$ cat src/rtl/spi3w_pkg.sv
// Shared constants and types for the three-wire serial register slave.
// Assumes a fixed 16-bit instruction and 8-bit data words.
package spi3w_pkg;
    localparam int INSTR_BITS = 16;
    localparam int BYTE_BITS  = 8;
    localparam int ADDR_BITS  = 13;

    // Frame sequencing phases
    typedef enum logic [1:0] {
        PH_IDLE,
        PH_INSTR,
        PH_DATA,
        PH_DONE
    } phase_e;

    // Instruction word as assembled after 16 bits
    typedef struct packed {
        logic                 rd;
        logic [1:0]           len;
        logic [ADDR_BITS-1:0] addr;
    } instr_t;

    localparam logic [1:0] LEN_STREAM = 2'b11;
endpackage

$ cat src/rtl/spi3w_sync.sv
// Multi-bit, multi-stage resynchroniser for slow asynchronous inputs.
// Assumes each bit is independent; the reset value is per bit.
module spi3w_sync #(
    parameter int               WIDTH     = 1,
    parameter int               STAGES    = 2,
    parameter logic [WIDTH-1:0] RESET_VAL = '0
) (
    input  logic             clk,
    input  logic             rst_n,
    input  logic [WIDTH-1:0] d,
    output logic [WIDTH-1:0] q
);
    logic [WIDTH-1:0] stg [STAGES];

    for (genvar g = 0; g < STAGES; g++) begin : g_stage
        if (g == 0) begin : g_first
            // First stage samples the raw inputs
            always_ff @(posedge clk) begin
                if (!rst_n) stg[0] <= RESET_VAL;
                else        stg[0] <= d;
            end
        end else begin : g_next
            // Later stages settle metastability
            always_ff @(posedge clk) begin
                if (!rst_n) stg[g] <= RESET_VAL;
                else        stg[g] <= stg[g-1];
            end
        end
    end

    assign q = stg[STAGES-1];
endmodule

$ cat src/rtl/spi3w_regfile.sv
// Byte-wide register array with one write port and one combinational
// read port. Out-of-range addresses ignore writes and read zero.
// Assumes NUM_REGS >= 2; one bit of register 0 selects LSB-first order.
module spi3w_regfile #(
    parameter int NUM_REGS  = 8,
    parameter int ADDR_W    = 13,
    parameter int ORDER_BIT = 0
) (
    input  logic                  clk,
    input  logic                  rst_n,
    input  logic                  wr_en,
    input  logic [ADDR_W-1:0]     wr_addr,
    input  logic [7:0]            wr_data,
    input  logic [ADDR_W-1:0]     rd_addr,
    output logic [7:0]            rd_data,
    output logic [NUM_REGS*8-1:0] regs_flat,
    output logic                  lsb_first
);
    localparam int IDX_W = $clog2(NUM_REGS);
    localparam logic [ADDR_W-1:0] LIMIT = ADDR_W'(NUM_REGS);

    logic [7:0] regs [NUM_REGS];
    logic       rd_in_range;

    for (genvar g = 0; g < NUM_REGS; g++) begin : g_reg
        // Each register loads on a write addressed to it
        always_ff @(posedge clk) begin
            if (!rst_n)
                regs[g] <= '0;
            else if (wr_en && wr_addr == ADDR_W'(g))
                regs[g] <= wr_data;
        end
        assign regs_flat[g*8 +: 8] = regs[g];
    end

    // Read mux with zero for unimplemented addresses
    always_comb begin
        rd_in_range = rd_addr < LIMIT;
        rd_data     = rd_in_range ? regs[rd_addr[IDX_W-1:0]] : 8'h00;
    end

    assign lsb_first = regs[0][ORDER_BIT];
endmodule

$ cat src/rtl/spi3w_frame.sv
// Frame engine: assembles the instruction, counts data bytes, steps the
// address, issues write pulses and shifts out read data.
// Assumes edge strobes are already qualified with select being low, and
// that select edges and SCLK edges never fall in the same system clock.
module spi3w_frame
    import spi3w_pkg::*;
(
    input  logic                 clk,
    input  logic                 rst_n,
    input  logic                 sel,
    input  logic                 sclk_rise,
    input  logic                 sclk_fall,
    input  logic                 cs_fall,
    input  logic                 cs_rise,
    input  logic                 sdi,
    input  logic                 lsb_cfg,
    input  logic [7:0]           rd_data,
    output logic                 wr_en,
    output logic [ADDR_BITS-1:0] wr_addr,
    output logic [7:0]           wr_data,
    output logic [ADDR_BITS-1:0] rd_addr,
    output logic                 sdo,
    output logic                 sdo_en
);
    phase_e                 phase_q;
    logic                   lsb_q;
    logic [3:0]             cnt_q;
    logic [INSTR_BITS-1:0]  shift_q;
    logic                   rd_q;
    logic                   stream_q;
    logic [1:0]             left_q;
    logic [ADDR_BITS-1:0]   addr_q;
    logic                   wr_en_q;
    logic [ADDR_BITS-1:0]   wr_addr_q;
    logic [7:0]             wr_data_q;
    logic                   sdo_q;
    logic                   oe_q;

    logic [INSTR_BITS-1:0]  instr_nx;
    logic [7:0]             byte_nx;
    instr_t                 dec;
    logic [ADDR_BITS-1:0]   addr_step;
    logic                   can_stall;
    logic [2:0]             tx_idx;
    logic                   in_read;
    logic                   drive_ev;

    // Next-shift values, decode and stall eligibility
    always_comb begin
        instr_nx  = lsb_q ? {sdi, shift_q[INSTR_BITS-1:1]}
                          : {shift_q[INSTR_BITS-2:0], sdi};
        byte_nx   = lsb_q ? {sdi, shift_q[7:1]} : {shift_q[6:0], sdi};
        dec       = instr_t'(instr_nx);
        addr_step = lsb_q ? addr_q + 1'b1 : addr_q - 1'b1;
        can_stall = (phase_q == PH_INSTR && cnt_q == 4'd8) ||
                    (phase_q == PH_DATA  && cnt_q == 4'd0 && !stream_q);
        tx_idx    = lsb_q ? cnt_q[2:0] : 3'd7 - cnt_q[2:0];
        in_read   = (phase_q == PH_DATA) && rd_q;
        drive_ev  = (sclk_fall || cs_fall) && in_read;
    end

    // Frame sequencing, instruction decode and byte reception
    always_ff @(posedge clk) begin
        if (!rst_n) begin
            phase_q   <= PH_IDLE;
            lsb_q     <= 1'b0;
            cnt_q     <= '0;
            shift_q   <= '0;
            rd_q      <= 1'b0;
            stream_q  <= 1'b0;
            left_q    <= '0;
            addr_q    <= '0;
            wr_en_q   <= 1'b0;
            wr_addr_q <= '0;
            wr_data_q <= '0;
        end else begin
            wr_en_q <= 1'b0;
            if (cs_fall && phase_q == PH_IDLE) begin
                phase_q <= PH_INSTR;
                cnt_q   <= '0;
                shift_q <= '0;
                lsb_q   <= lsb_cfg;
            end else if (cs_rise && !can_stall) begin
                phase_q <= PH_IDLE;
            end else if (sclk_rise) begin
                case (phase_q)
                    PH_INSTR: begin
                        if (cnt_q == 4'(INSTR_BITS - 1)) begin
                            rd_q     <= dec.rd;
                            stream_q <= (dec.len == LEN_STREAM);
                            left_q   <= dec.len;
                            addr_q   <= dec.addr;
                            phase_q  <= PH_DATA;
                            cnt_q    <= '0;
                            shift_q  <= '0;
                        end else begin
                            shift_q <= instr_nx;
                            cnt_q   <= cnt_q + 1'b1;
                        end
                    end
                    PH_DATA: begin
                        if (cnt_q == 4'(BYTE_BITS - 1)) begin
                            if (!rd_q) begin
                                wr_en_q   <= 1'b1;
                                wr_addr_q <= addr_q;
                                wr_data_q <= byte_nx;
                            end
                            addr_q  <= addr_step;
                            cnt_q   <= '0;
                            shift_q <= '0;
                            if (!stream_q) begin
                                if (left_q == 2'd0) phase_q <= PH_DONE;
                                else                left_q  <= left_q - 1'b1;
                            end
                        end else begin
                            shift_q <= {8'h00, byte_nx};
                            cnt_q   <= cnt_q + 1'b1;
                        end
                    end
                    default: ;
                endcase
            end
        end
    end

    // Read data launch and line drive enable
    always_ff @(posedge clk) begin
        if (!rst_n) begin
            sdo_q <= 1'b0;
            oe_q  <= 1'b0;
        end else if (cs_rise) begin
            oe_q <= 1'b0;
        end else if (drive_ev) begin
            sdo_q <= rd_data[tx_idx];
            oe_q  <= 1'b1;
        end else if (sclk_fall && !in_read) begin
            oe_q <= 1'b0;
        end
    end

    assign wr_en   = wr_en_q;
    assign wr_addr = wr_addr_q;
    assign wr_data = wr_data_q;
    assign rd_addr = addr_q;
    assign sdo     = sdo_q;
    assign sdo_en  = oe_q & sel;
endmodule

$ cat src/rtl/spi3w_slave.sv
// Top level of the three-wire serial register slave: resynchronises the
// serial pins, derives edge strobes and joins frame engine and registers.
// Assumes SCLK and select are slow against clk (at least 3 clk per level).
module spi3w_slave #(
    parameter int NUM_REGS    = 8,
    parameter int SYNC_STAGES = 2
) (
    input  logic                  clk,
    input  logic                  rst_n,
    input  logic                  sclk,
    input  logic                  cs_n,
    input  logic                  sdio_in,
    output logic                  sdio_out,
    output logic                  sdio_oe,
    output logic [NUM_REGS*8-1:0] cfg_regs
);
    import spi3w_pkg::*;

    logic [2:0]           pins_s;
    logic                 sclk_s, cs_s, sdi_s;
    logic                 sclk_d, cs_d;
    logic                 sel, cs_fall, cs_rise, sclk_rise, sclk_fall;
    logic                 wr_en;
    logic [ADDR_BITS-1:0] wr_addr, rd_addr;
    logic [7:0]           wr_data, rd_data;
    logic                 lsb_cfg;

    spi3w_sync #(
        .WIDTH    (3),
        .STAGES   (SYNC_STAGES),
        .RESET_VAL(3'b010)
    ) i_sync (
        .clk  (clk),
        .rst_n(rst_n),
        .d    ({sclk, cs_n, sdio_in}),
        .q    (pins_s)
    );

    assign sclk_s = pins_s[2];
    assign cs_s   = pins_s[1];
    assign sdi_s  = pins_s[0];

    // Previous levels for edge detection
    always_ff @(posedge clk) begin
        if (!rst_n) begin
            sclk_d <= 1'b0;
            cs_d   <= 1'b1;
        end else begin
            sclk_d <= sclk_s;
            cs_d   <= cs_s;
        end
    end

    // Edge strobes, SCLK qualified by select
    always_comb begin
        sel       = ~cs_s;
        cs_fall   = cs_d & ~cs_s;
        cs_rise   = ~cs_d & cs_s;
        sclk_rise = sel & sclk_s & ~sclk_d;
        sclk_fall = sel & ~sclk_s & sclk_d;
    end

    spi3w_frame i_frame (
        .clk      (clk),
        .rst_n    (rst_n),
        .sel      (sel),
        .sclk_rise(sclk_rise),
        .sclk_fall(sclk_fall),
        .cs_fall  (cs_fall),
        .cs_rise  (cs_rise),
        .sdi      (sdi_s),
        .lsb_cfg  (lsb_cfg),
        .rd_data  (rd_data),
        .wr_en    (wr_en),
        .wr_addr  (wr_addr),
        .wr_data  (wr_data),
        .rd_addr  (rd_addr),
        .sdo      (sdio_out),
        .sdo_en   (sdio_oe)
    );

    spi3w_regfile #(
        .NUM_REGS (NUM_REGS),
        .ADDR_W   (ADDR_BITS),
        .ORDER_BIT(0)
    ) i_regs (
        .clk      (clk),
        .rst_n    (rst_n),
        .wr_en    (wr_en),
        .wr_addr  (wr_addr),
        .wr_data  (wr_data),
        .rd_addr  (rd_addr),
        .rd_data  (rd_data),
        .regs_flat(cfg_regs),
        .lsb_first(lsb_cfg)
    );
endmodule

$ cat config.mk
export PLATFORM = sky130hd
export DESIGN_NAME = spi3w_slave
export DESIGN_NICKNAME = d
export VERILOG_FILES = /design/src/rtl/spi3w_pkg.sv /design/src/rtl/spi3w_sync.sv /design/src/rtl/spi3w_regfile.sv /design/src/rtl/spi3w_frame.sv /design/src/rtl/spi3w_slave.sv
export SDC_FILE = /design/constraint.sdc
export NUM_CORES = 1
export LEC_CHECK = 0
export ABC_AREA = 1
export CORE_MARGIN = 2
export CORE_UTILIZATION = 52
export DETAILED_ROUTE_END_ITERATION = 6
export PLACE_DENSITY = 0.77
export SYNTH_ARGS = -nofsm -noshare
export SYNTH_HDL_FRONTEND = slang
export SYNTH_SLANG_ARGS = --single-unit
$ cat constraint.sdc
create_clock -name clk -period 1.9 [get_ports clk]
set_input_delay 0.19 -clock clk [delete_from_list [all_inputs] [get_ports clk]]
set_output_delay 0.19 -clock clk [all_outputs]
set_load 0.005 [all_outputs]
# Word-level counts from Yosys, hierarchy flattened
# Memories as Yosys holds them, arrays and structs flattened. A register that Yosys moved wholly into a read port is not among the register bits.
# Cells that the tools add are included.
dict set report totals {
  output_inout_bits 66
  wordCells 187
  mem_bits_rw 70
  reg_bits 66
  n_memories 2
}
# name depth word_bits read_ports rd_ports_with_merged_regs wr line_no
set memory_table {}
lappend memory_table {i_regs.regs 8 8 9 1 8 spi3w_regfile.sv:22} ;# logic [7:0] regs [NUM_REGS];
lappend memory_table {i_sync.stg 2 3 2 0 2 spi3w_sync.sv:13} ;# logic [WIDTH-1:0] stg [STAGES];
dict set report classes {
  n_addsub 5
  n_eq_ne 22
  n_reduce_logical 41
  bitwise 29
  mux 70
  order_cmp 2
}
# cell count
set op_table {}
lappend op_table {{8-bit 2-to-1 mux} 11}
lappend op_table {{13-bit by 3-bit equality test with 1-bit output (second input constant)} 4}
lappend op_table {{13-bit 2-to-1 mux} 3}
lappend op_table {{1-bit 2-to-1 mux} 33}
lappend op_table {{16-bit 2-to-1 mux} 2}
lappend op_table {{16-bit case mux with 2 select lines} 1}
lappend op_table {{13-bit by 2-bit equality test with 1-bit output (second input constant)} 2}
lappend op_table {{13-bit case mux with 2 select lines} 1}
lappend op_table {{6-bit AND reduction} 4}
lappend op_table {{1-bit logical AND} 16}
lappend op_table {{2-bit 2-to-1 mux} 8}
lappend op_table {{4-bit != test (second input constant)} 4}
lappend op_table {{3-bit 2-to-1 mux} 5}
lappend op_table {{13-bit by 1-bit adder with 13-bit output (second input constant)} 1}
lappend op_table {{13-bit by 1-bit equality test with 1-bit output (second input constant)} 1}
lappend op_table {{13-bit logical NOT} 1}
lappend op_table {{13-bit by 4-bit < comparator with 1-bit output (second input constant)} 1}
lappend op_table {{13-bit by 1-bit subtractor with 13-bit output (second input constant)} 1}
lappend op_table {{1-bit inverter} 12}
lappend op_table {{2-bit != test (second input constant)} 5}
lappend op_table {{1-bit OR} 10}
lappend op_table {{4-bit equality test (second input constant)} 2}
lappend op_table {{4-bit 2-to-1 mux} 2}
lappend op_table {{2-bit case mux with 2 select lines} 2}
lappend op_table {{24 further kinds} 37}

# Longest topological paths before layout
# Gate-level depths: netlist of run 1.
dict set report depth {
  depth_word 10
  depth_mapped 14
  ltp_nobuf 13
}

# Cells and area by module
# From an unflattened synthesis of run 1, not the netlist that was laid out.
dict set report unflattened {
  hier_cells 1018
  hier_area_um2 7322.0
}
# mod area_each_um2 seq_area_each_um2 cells_each instances
set modules_own_cells {}
lappend modules_own_cells {spi3w_frame 3940.0 1281.2 631 1}
lappend modules_own_cells {spi3w_regfile 3135.5 1921.8 356 1}
lappend modules_own_cells {spi3w_sync 165.2 120.1 18 1}
lappend modules_own_cells {spi3w_slave 81.3 40.0 13 1}

# Worst setup path before layout of run 1
# Ideal clock, no wire load.
dict set report synth_timing {
  path_type {register to register}
  startpoint {reg i_frame.lsb_q, read port of i_regs.regs}
  endpoint {reg i_frame.addr_q[10] (netlist: i_frame.rd_addr[10])}
  path_stages_with_launch 14
  path_slack_ps -104
  setup_ps 119
  path_buffers 2
  required_ps 1781
  arrival_ps 1885
  path_cell_list {dfxtp_1 buf_4 inv_1 buf_2 ha_1 nand3_1 nand2_1 inv_1 o21ai_0 nand4_1 nand2_1 nand2_1 nand3_1 a21oi_1}
}
dict set report synth_via {
  elab_chain_len 3
  word_cells_on_any_way 5
  cone_classes {mux: 5}
}
# element line_no
set synth_lines {}
lappend synth_lines {{start, declared} spi3w_frame.sv:26} ;# logic lsb_q;
lappend synth_lines {{13-bit 2-to-1 mux / 16-bit 2-to-1 mux (equally long branches)} {spi3w_frame.sv:54, spi3w_frame.sv:50}}
lappend synth_lines {{13-bit 2-to-1 mux (on tied branches)} {spi3w_frame.sv:102, spi3w_frame.sv:88}}
lappend synth_lines {{13-bit case mux with 2 select lines (*)} spi3w_frame.sv:86} ;# case (phase_q)
lappend synth_lines {{end signal, assigned} spi3w_frame.sv:92} ;# addr_q <= dec.addr;
lappend synth_lines {{end signal, assigned} spi3w_frame.sv:108} ;# addr_q <= addr_step;
lappend synth_lines {{end, declared} spi3w_frame.sv:32} ;# logic [ADDR_BITS-1:0] addr_q;
# Every way passes the cells marked *; elsewhere a longest branch is shown, timed or not. The select of a mux whose other input is x is not followed.
# A chain may end at the register's enable or synchronous reset.

# Final worst setup path of run 1
dict set report layout_timing {
  startpoint {reg i_frame.cnt_q[0]}
  endpoint {reg i_frame.addr_q[3] (netlist: i_frame.rd_addr[3])}
}
dict set report layout_via {
  elab_chain_len 8
  word_cells_on_any_way 14
  cone_classes {eq/ne: 5; bitwise: 1; reduce/logical: 8}
}
# element line_no
set layout_lines {}
lappend layout_lines {{start, declared} spi3w_frame.sv:27} ;# logic [3:0] cnt_q;
lappend layout_lines {{start signal, assigned} spi3w_frame.sv:98} ;# cnt_q <= cnt_q + 1'b1;
lappend layout_lines {{start signal, assigned} spi3w_frame.sv:117} ;# cnt_q <= cnt_q + 1'b1;
lappend layout_lines {{4-bit logical NOT} spi3w_frame.sv:56} ;# (phase_q == PH_DATA && cnt_q == 4'd0 && !stream_q);
lappend layout_lines {{1-bit logical AND (2 in series)} spi3w_frame.sv:56}
lappend layout_lines {{1-bit logical OR} spi3w_frame.sv:55} ;# can_stall = (phase_q == PH_INSTR && cnt_q == 4'd8) ||
lappend layout_lines {{1-bit logical NOT} spi3w_frame.sv:83} ;# end else if (cs_rise && !can_stall) begin
lappend layout_lines {{1-bit logical AND} spi3w_frame.sv:83}
lappend layout_lines {{1-bit inverter (no source line)} -}
lappend layout_lines {{6-bit AND reduction (no source line) (*)} -}
# Every way passes the cells marked *; elsewhere a longest branch is shown, timed or not.

==> results of run 1 <==
per-stage QoR:
step	total power, mW	setup TNS [ps]	utilization [%]	cell area, sq um
after floorplan	3.53	-300	-	7020
after global placement	3.77	0	61.5	8120
after detailed placement	3.77	-10.5	61.5	8120
after CTS	7.16	0	66.2	8730
after global routing	7.35	-9.19	67.4	8890
final	7.17	0	67.4	8890
repair_timing:
item                                   CTS  global route
endpoints found under the hold margin    0             0
setup endpoints to repair                2            15
gates resized for setup                  3            32
setup buffers                            0             3
pin swaps                                1             4
layout make-up:
cell class | count | area (sq um)
multi-input combinational | 592 | 3060
inverter | 124 | 468
fill | 1064 | 4300
clock buffer | 22 | 475
clock inverter | 9 | 135
tap | 176 | 220
sequential | 139 | 3430
timing repair buffer | 117 | 1110
power groups by stage:
| stage | Sequential, mW | Combinational, mW | Clock (mW) |
|---|---|---|---|
| 3_5_place_dp | 3.31 | 0.460 | 0 |
| 5_1_grt | 3.26 | 0.532 | 3.56 |
| 4_1_cts | 3.25 | 0.464 | 3.45 |
| 2_1_floorplan | 3.31 | 0.216 | 0 |
| 3_3_place_gp | 3.31 | 0.456 | 0 |
| 6_report | 3.25 | 0.484 | 3.43 |
metal layers:
| layer | wire length, um | share of wire (%) | vias to the layer above | global-route usage [%] |
|---|---|---|---|---|
| met1 | 7720 | 42 | 2913 | 33.0 |
| met4 | 524 | 2.9 | 0 | 11.3 |
| met5 | 0 | 0 | - | 0 |
| met3 | 1160 | 6.4 | 45 | 4.52 |
| met2 | 8790 | 48 | 267 | 42.5 |
| li1 | - | - | 3115 | - |
final timing paths:
check	to	slack (ps)	startpoint
hold / removal	i_frame.wr_addr[0]	280	rst_n
setup reg to reg	i_frame.rd_addr[3]	110	i_frame.cnt_q[0]
setup / recovery	i_frame.rd_addr[3]	110	i_frame.cnt_q[0]
hold reg to reg	i_sync.stg[1][2]	420	i_sync.stg[0][2]
synthesized netlist by cell type (3+ instances only):
cell type and number:
nand2_1 168, nor2_1 123, inv_1 111, dfxtp_1 75, nand3_1 73, a21oi_1 70
o21ai_0 66, edfxtp_1 64, ha_1 19, clkbuf_1 16, buf_2 14, a211oi_1 10
or2_2 9, xor2_1 9, clkinv_1 8, o21ai_1 8, nand4_1 7, buf_4 6
inv_2 5, nor3_1 5, a31oi_1 3, nor4_1 3
worst reg2reg max path: cells and delay by family, from the launching register on:
family	cells	cell delay [ps]
simple gates	3	420
flops	1	370
compound gates	3	360
buf+inv	2	300
fa+ha+maj	1	210
sequential cells by signal (all words and copies together) (netlist names), named ones only:
name,count
i_frame.rd_q,1
i_sync.stg,6
i_frame.phase_q,2
i_frame.sdo,1
i_regs.regs,64
i_frame.lsb_q,1
i_frame.rd_addr,13
i_frame.stream_q,1
i_frame.left_q,2
i_frame.shift_q,16
i_frame.wr_data,8
i_frame.oe_q,1
i_frame.wr_addr,13
i_frame.cnt_q,4
sclk_d,1
i_frame.wr_en,1
cs_d,1
logic make-up (layout without fill, tap and decap cells):
group | Yosys count | in the layout | synth area share [%]
XOR/XNOR | 9 | 9 | 1.13
AND/OR/NAND/NOR | 398 | 398 | 24.3
flip-flops | 139 | 139 | 48.9
buffers and inverters | 162 | 272 | 9.47
adder cells (fa/ha/maj) | 20 | 20 | 3.68
AO/OA/AOI/OAI | 165 | 165 | 12.6
==> impl_metrics.env, run 1 <==
export IMPL_hold_viol=0
export IMPL_slew_headroom_pct=59.4
export IMPL_final_cells=1179
export IMPL_ys_async_sr_fraction_pct=0
export IMPL_routedWlPerCell_um=15.4
export IMPL_fin_crit_sh_pct=94.2
export IMPL_synthTopCellsByArea="edfxtp_1, dfxtp_1, nand2_1, nor2_1, inv_1"
export IMPL_die_w_um=120
export IMPL_cts_buffers=17
export IMPL_drc=0
export IMPL_dr_total_vias=6340
export IMPL_synth_seq_cells=139
export IMPL_fin_nets=1016
export IMPL_critical_path_top_delay_family="simple AND/OR/NAND/NOR gates"
export IMPL_fin_crit_ps=1790
export IMPL_yosysTopAreaCell="edfxtp_1"
export IMPL_setup_violations=0
export IMPL_min_delay_path_class="primary input to register"
export IMPL_drive_gt1_share_pct=12.6
export IMPL_crit_path_start_kind="register"
export IMPL_whs_path_depth=3
export IMPL_synth_warnings=0
export IMPL_cts_sinks=139
export IMPL_grt_max_degree=44
export IMPL_comb_power_share_pct=6.8
export IMPL_critPathKind="register to register"
export IMPL_drt_first_pass_iters=6
export IMPL_yosysUniqueCellTypes=37
export IMPL_clkLatencyLatePin_ps=420
export IMPL_syn_area_per_cell_sq_um=7.84
export IMPL_synth_top_cell_area_share_pct=27.4
export IMPL_drt_initial_drc_count=837
export IMPL_cpMostUsedCell="a21oi_1"
export IMPL_worst_setup_path_end_kind="register"
export IMPL_crit_chain="ha_2, nand3_1, nor2_1, a21oi_1, inv_1, nand3_2, buf_4, a21oi_1, a21oi_1"
export IMPL_routed_wl_um=18200
export IMPL_postSynthCellCount=893
export IMPL_die_y_um=120
export IMPL_area_growth_pct=26.9
export IMPL_status="finished, final reports clean"
export IMPL_cap_violations=0
export IMPL_critPathSlowestCell="dfxtp_2"
export IMPL_p_int_mw=5.62
export IMPL_antenna_found_initial=0
export IMPL_fmax_ghz=0.559
export IMPL_synth_edf_count=64
export IMPL_cts_hold_buf=0
export IMPL_antennaDiodeCount=0
export IMPL_p_leak_nw=3.69
export IMPL_clk_pin_slew_worst_paths_ps=60
export IMPL_critPathMaxStageDelay_ps=370
export IMPL_seq_area_frac_synth_pct=48.9
export IMPL_grt_usage_pct=25.7
export IMPL_switchingPower_mw=1.55
export IMPL_cts_max_path_buffers=2
export IMPL_dp_hpwl_um=12800
export IMPL_hold_slack_ps=282
export IMPL_io_pins=71
export IMPL_critPathMaxFanout=10
export IMPL_avgViaCountPerCell=5.38
export IMPL_cts_tree="done"
export IMPL_root_buffer="clkbuf_16"
export IMPL_place_ws_ps=-10.5
export IMPL_r2r_cells=9
export IMPL_ir_worst_vdd_v=0.000481
export IMPL_cts_max_level=4
export IMPL_synth_nets=918
export IMPL_cp_data_required_time_ps=2200
export IMPL_final_common_cell="nand2_1"
export IMPL_start_util_pct=53.1
export IMPL_slew_violations=0
export IMPL_antenna_left=0
export IMPL_dp_cells=1145
export IMPL_place_congestion=0.936
export IMPL_pwr_share_clk_pct=47.9
export IMPL_grt_pass1_wl_um=28900
export IMPL_port_buffers=70
export IMPL_sequentialPowerShare_pct=45.4
export IMPL_setup_ws_ps=110
export IMPL_worst_slew_pin_slew_ps=608
export IMPL_crit_arrival_ps=2090
export IMPL_core_sq_um=13200
export IMPL_first_global_vias=5760
export IMPL_finClkSkew_ps=10.5
export IMPL_fp_row_count=42
export IMPL_syn_area_sq_um=7000
export IMPL_path_buf_inv=2
export IMPL_die_area_sq_um=14400
export IMPL_crit_cells=9
export IMPL_synthFlopType="dfxtp_1"
export IMPL_p_sw_share_pct=21.6
export IMPL_power_density_nw_per_um2=806
export IMPL_grt_overflow=0
export IMPL_final_cell_mix="nand2_1, nor2_1, inv_1, nand3_1, dfxtp_1"
Note: power is estimated with default switching activity, not from simulation.
==> inputs of run 2 (changes only) <==
Settings changed: CORE_UTILIZATION 52 to 53, CTS_BUF_LIST set to sky130_fd_sc_hd__clkbuf_8, PLACE_DENSITY 0.77 to 0.78.
==> run 2 against run 1 <==
Routed wire length increased by 3.8%. Design area is essentially flat. Highest routed layer unchanged. First-iteration DRC count is 16% lower.
==> impl_metrics.env, run 2 (synthesis results as in run 1) <==
export IMPL_root_buffer="clkbuf_8"
export IMPL_routedWlPerCell_um=16.0
export IMPL_avgViaCountPerCell=5.47
export IMPL_grt_overflow=0
export IMPL_io_pins=71
export IMPL_port_buffers=70
export IMPL_hold_viol=0
export IMPL_holdPathEnd="cs_d"
export IMPL_critPathMaxFanout=5
export IMPL_dp_cells=1142
export IMPL_p_sw_share_pct=22.5
export IMPL_sequentialPowerShare_pct=49.0
export IMPL_switchingPower_mw=1.49
export IMPL_grt_pass1_wl_um=29100
export IMPL_drive_gt1_share_pct=13.9
export IMPL_cts_buffers=17
export IMPL_drt_first_pass_iters=6
export IMPL_cts_max_level=4
export IMPL_drc=0
export IMPL_utilization_pct=67.9
export IMPL_top_register="i_regs.regs"
export IMPL_setup_ws_ps=81.2
export IMPL_dr_total_vias=6463
export IMPL_antennaDiodeCount=0
export IMPL_slew_headroom_pct=60.7
export IMPL_ir_worst_vdd_v=0.000396
export IMPL_fillers=961
export IMPL_die_y_um=119
export IMPL_status="finished, final reports clean"
export IMPL_largest_reg_flops=64
export IMPL_place_congestion=0.945
export IMPL_fin_nets=1017
export IMPL_grt_usage_pct=26.3
export IMPL_critPathMaxStageDelay_ps=400
export IMPL_slew_violations=0
export IMPL_cpMostUsedCell="nand2_1"
export IMPL_fin_crit_ps=1820
export IMPL_clk_pin_slew_worst_paths_ps=80
export IMPL_crit_arrival_ps=2170
export IMPL_r2r_cells=9
export IMPL_crit_chain="ha_2, nand3_1, nand2_1, nand2_1, inv_1, nand3_4, inv_4, o21ai_0, a21oi_1"
export IMPL_clkLatencyLatePin_ps=450
export IMPL_final_common_cell="nand2_1"
export IMPL_fmax_ghz=0.550
export IMPL_antenna_found_initial=0
export IMPL_routed_wl_um=18900
export IMPL_final_cells=1181
export IMPL_critPathSlowestCell="dfxtp_1"
export IMPL_fin_crit_sh_pct=95.7
export IMPL_cp_data_required_time_ps=2250
export IMPL_reg_top3="i_regs.regs (64), i_frame.shift_q (16)"
export IMPL_crit_path_start_kind="register"
export IMPL_hold_slack_ps=202
export IMPL_core_sq_um=13100
export IMPL_cts_max_path_buffers=2
export IMPL_critPathKind="register to register"
export IMPL_pwr_share_clk_pct=43.5
export IMPL_tns_ps=0
export IMPL_cap_violations=0
export IMPL_first_global_vias=6019
export IMPL_min_delay_path_class="primary input to register"
export IMPL_worst_setup_path_end_kind="register"
export IMPL_die_w_um=119
export IMPL_min_from="rst_n"
export IMPL_regToRegSetupSlack_ps=80
export IMPL_p_int_mw=5.14
export IMPL_place_ws_ps=-1.22
export IMPL_final_cell_mix="nand2_1, nor2_1, inv_1, nand3_1, dfxtp_1"
export IMPL_power_density_nw_per_um2=746
export IMPL_start_util_pct=53.5
export IMPL_grt_max_degree=43
export IMPL_finClkSkew_ps=13.5
export IMPL_comb_power_share_pct=7.5
export IMPL_setup_violations=0
export IMPL_rsz0062_at_grt="true"
export IMPL_area_growth_pct=26.9
export IMPL_cts_tree="done"
export IMPL_whs_path_depth=2
export IMPL_cts_sinks=139
export IMPL_fp_row_count=42
export IMPL_antenna_left=0
export IMPL_drt_initial_drc_count=702
export IMPL_dp_hpwl_um=12600
export IMPL_r2r_start="i_frame.cnt_q[1]"
export IMPL_die_area_sq_um=14200
export IMPL_p_leak_nw=3.66
export IMPL_worst_slew_pin_slew_ps=589
==> run 2: cell count changes in the layout (fill, tap and decap cells not counted), sizes merged <==
cell      change
clkinv        +2
buf           -2
clkinvlp      +2
clkbuf        -3
bufinv        +3
==> run 2: worst max-delay path by stage <==
stage	start	end	slack (ps)
detailed placement	i_frame.lsb_q	i_frame.rd_addr[12]	-1
CTS	i_frame.lsb_q	i_frame.rd_addr[12]	20
global route	i_frame.lsb_q	i_frame.rd_addr[11]	-50
global placement	i_frame.lsb_q	i_frame.rd_addr[12]	90
floorplan	i_frame.wr_addr[12]	i_regs.regs[0][0]	-9
finish	i_frame.cnt_q[1]	register	80
==> run 2: layout make-up <==
class | instances | area [sq um] | area share [%]
clock buffers | 17 | 234 | 2.63
multi-input cells | 592 | 3130 | 35.2
well taps | 176 | 220 | 2.48
repair buffers | 117 | 1150 | 12.9
inverters | 124 | 474 | 5.34
flip-flops and latches | 139 | 3430 | 38.6
repair inverters | 1 | 7.51 | 0.0845
clock inverters | 15 | 248 | 2.79
==> run 2: power groups by stage <==
stage | clock [mW] | sequential (mW) | combinational, mW
after floorplan | 0 | 3.31 | 0.216
after global placement | 0 | 3.31 | 0.449
after detailed placement | 0 | 3.31 | 0.456
after CTS | 2.88 | 3.24 | 0.462
after global routing | 3.02 | 3.25 | 0.544
final | 2.88 | 3.25 | 0.498
==> run 2: per-stage QoR <==
stage	cell area [sq um]	total power, mW
final	8890	6.63
after global routing	8890	6.81
after CTS	8580	6.59
after detailed placement	8090	3.77
after global placement	8090	3.76
after floorplan	7020	3.53
==> run 2: what timing repair did <==
item | in CTS | in global routing
cloned | 0 | 3
pin swaps | 0 | 4
setup buffers | 0 | 4
resized for setup | 2 | 54
setup endpoints to repair | 2 | 43
hold buffers | 0 | 0
hold endpoints to repair | 0 | 0
==> run 2: critical path, delay by kind of cell, from the launching register on <==
kind                     cells  cell delay [ps]
buffers and inverters        2              220
AO/OA/AOI/OAI                2              340
AND/OR/NAND/NOR              4              510
adder cells (fa/ha/maj)      1              240
flip-flops                   1              400
==> run 2: layer usage <==
layer	up-vias	GRT usage, %	share of wire [%]
met5	-	0	0
met4	0	14.1	4.1
met3	67	4.55	6.8
met2	300	43.4	49
met1	2978	32.8	41
li1	3118	-	-
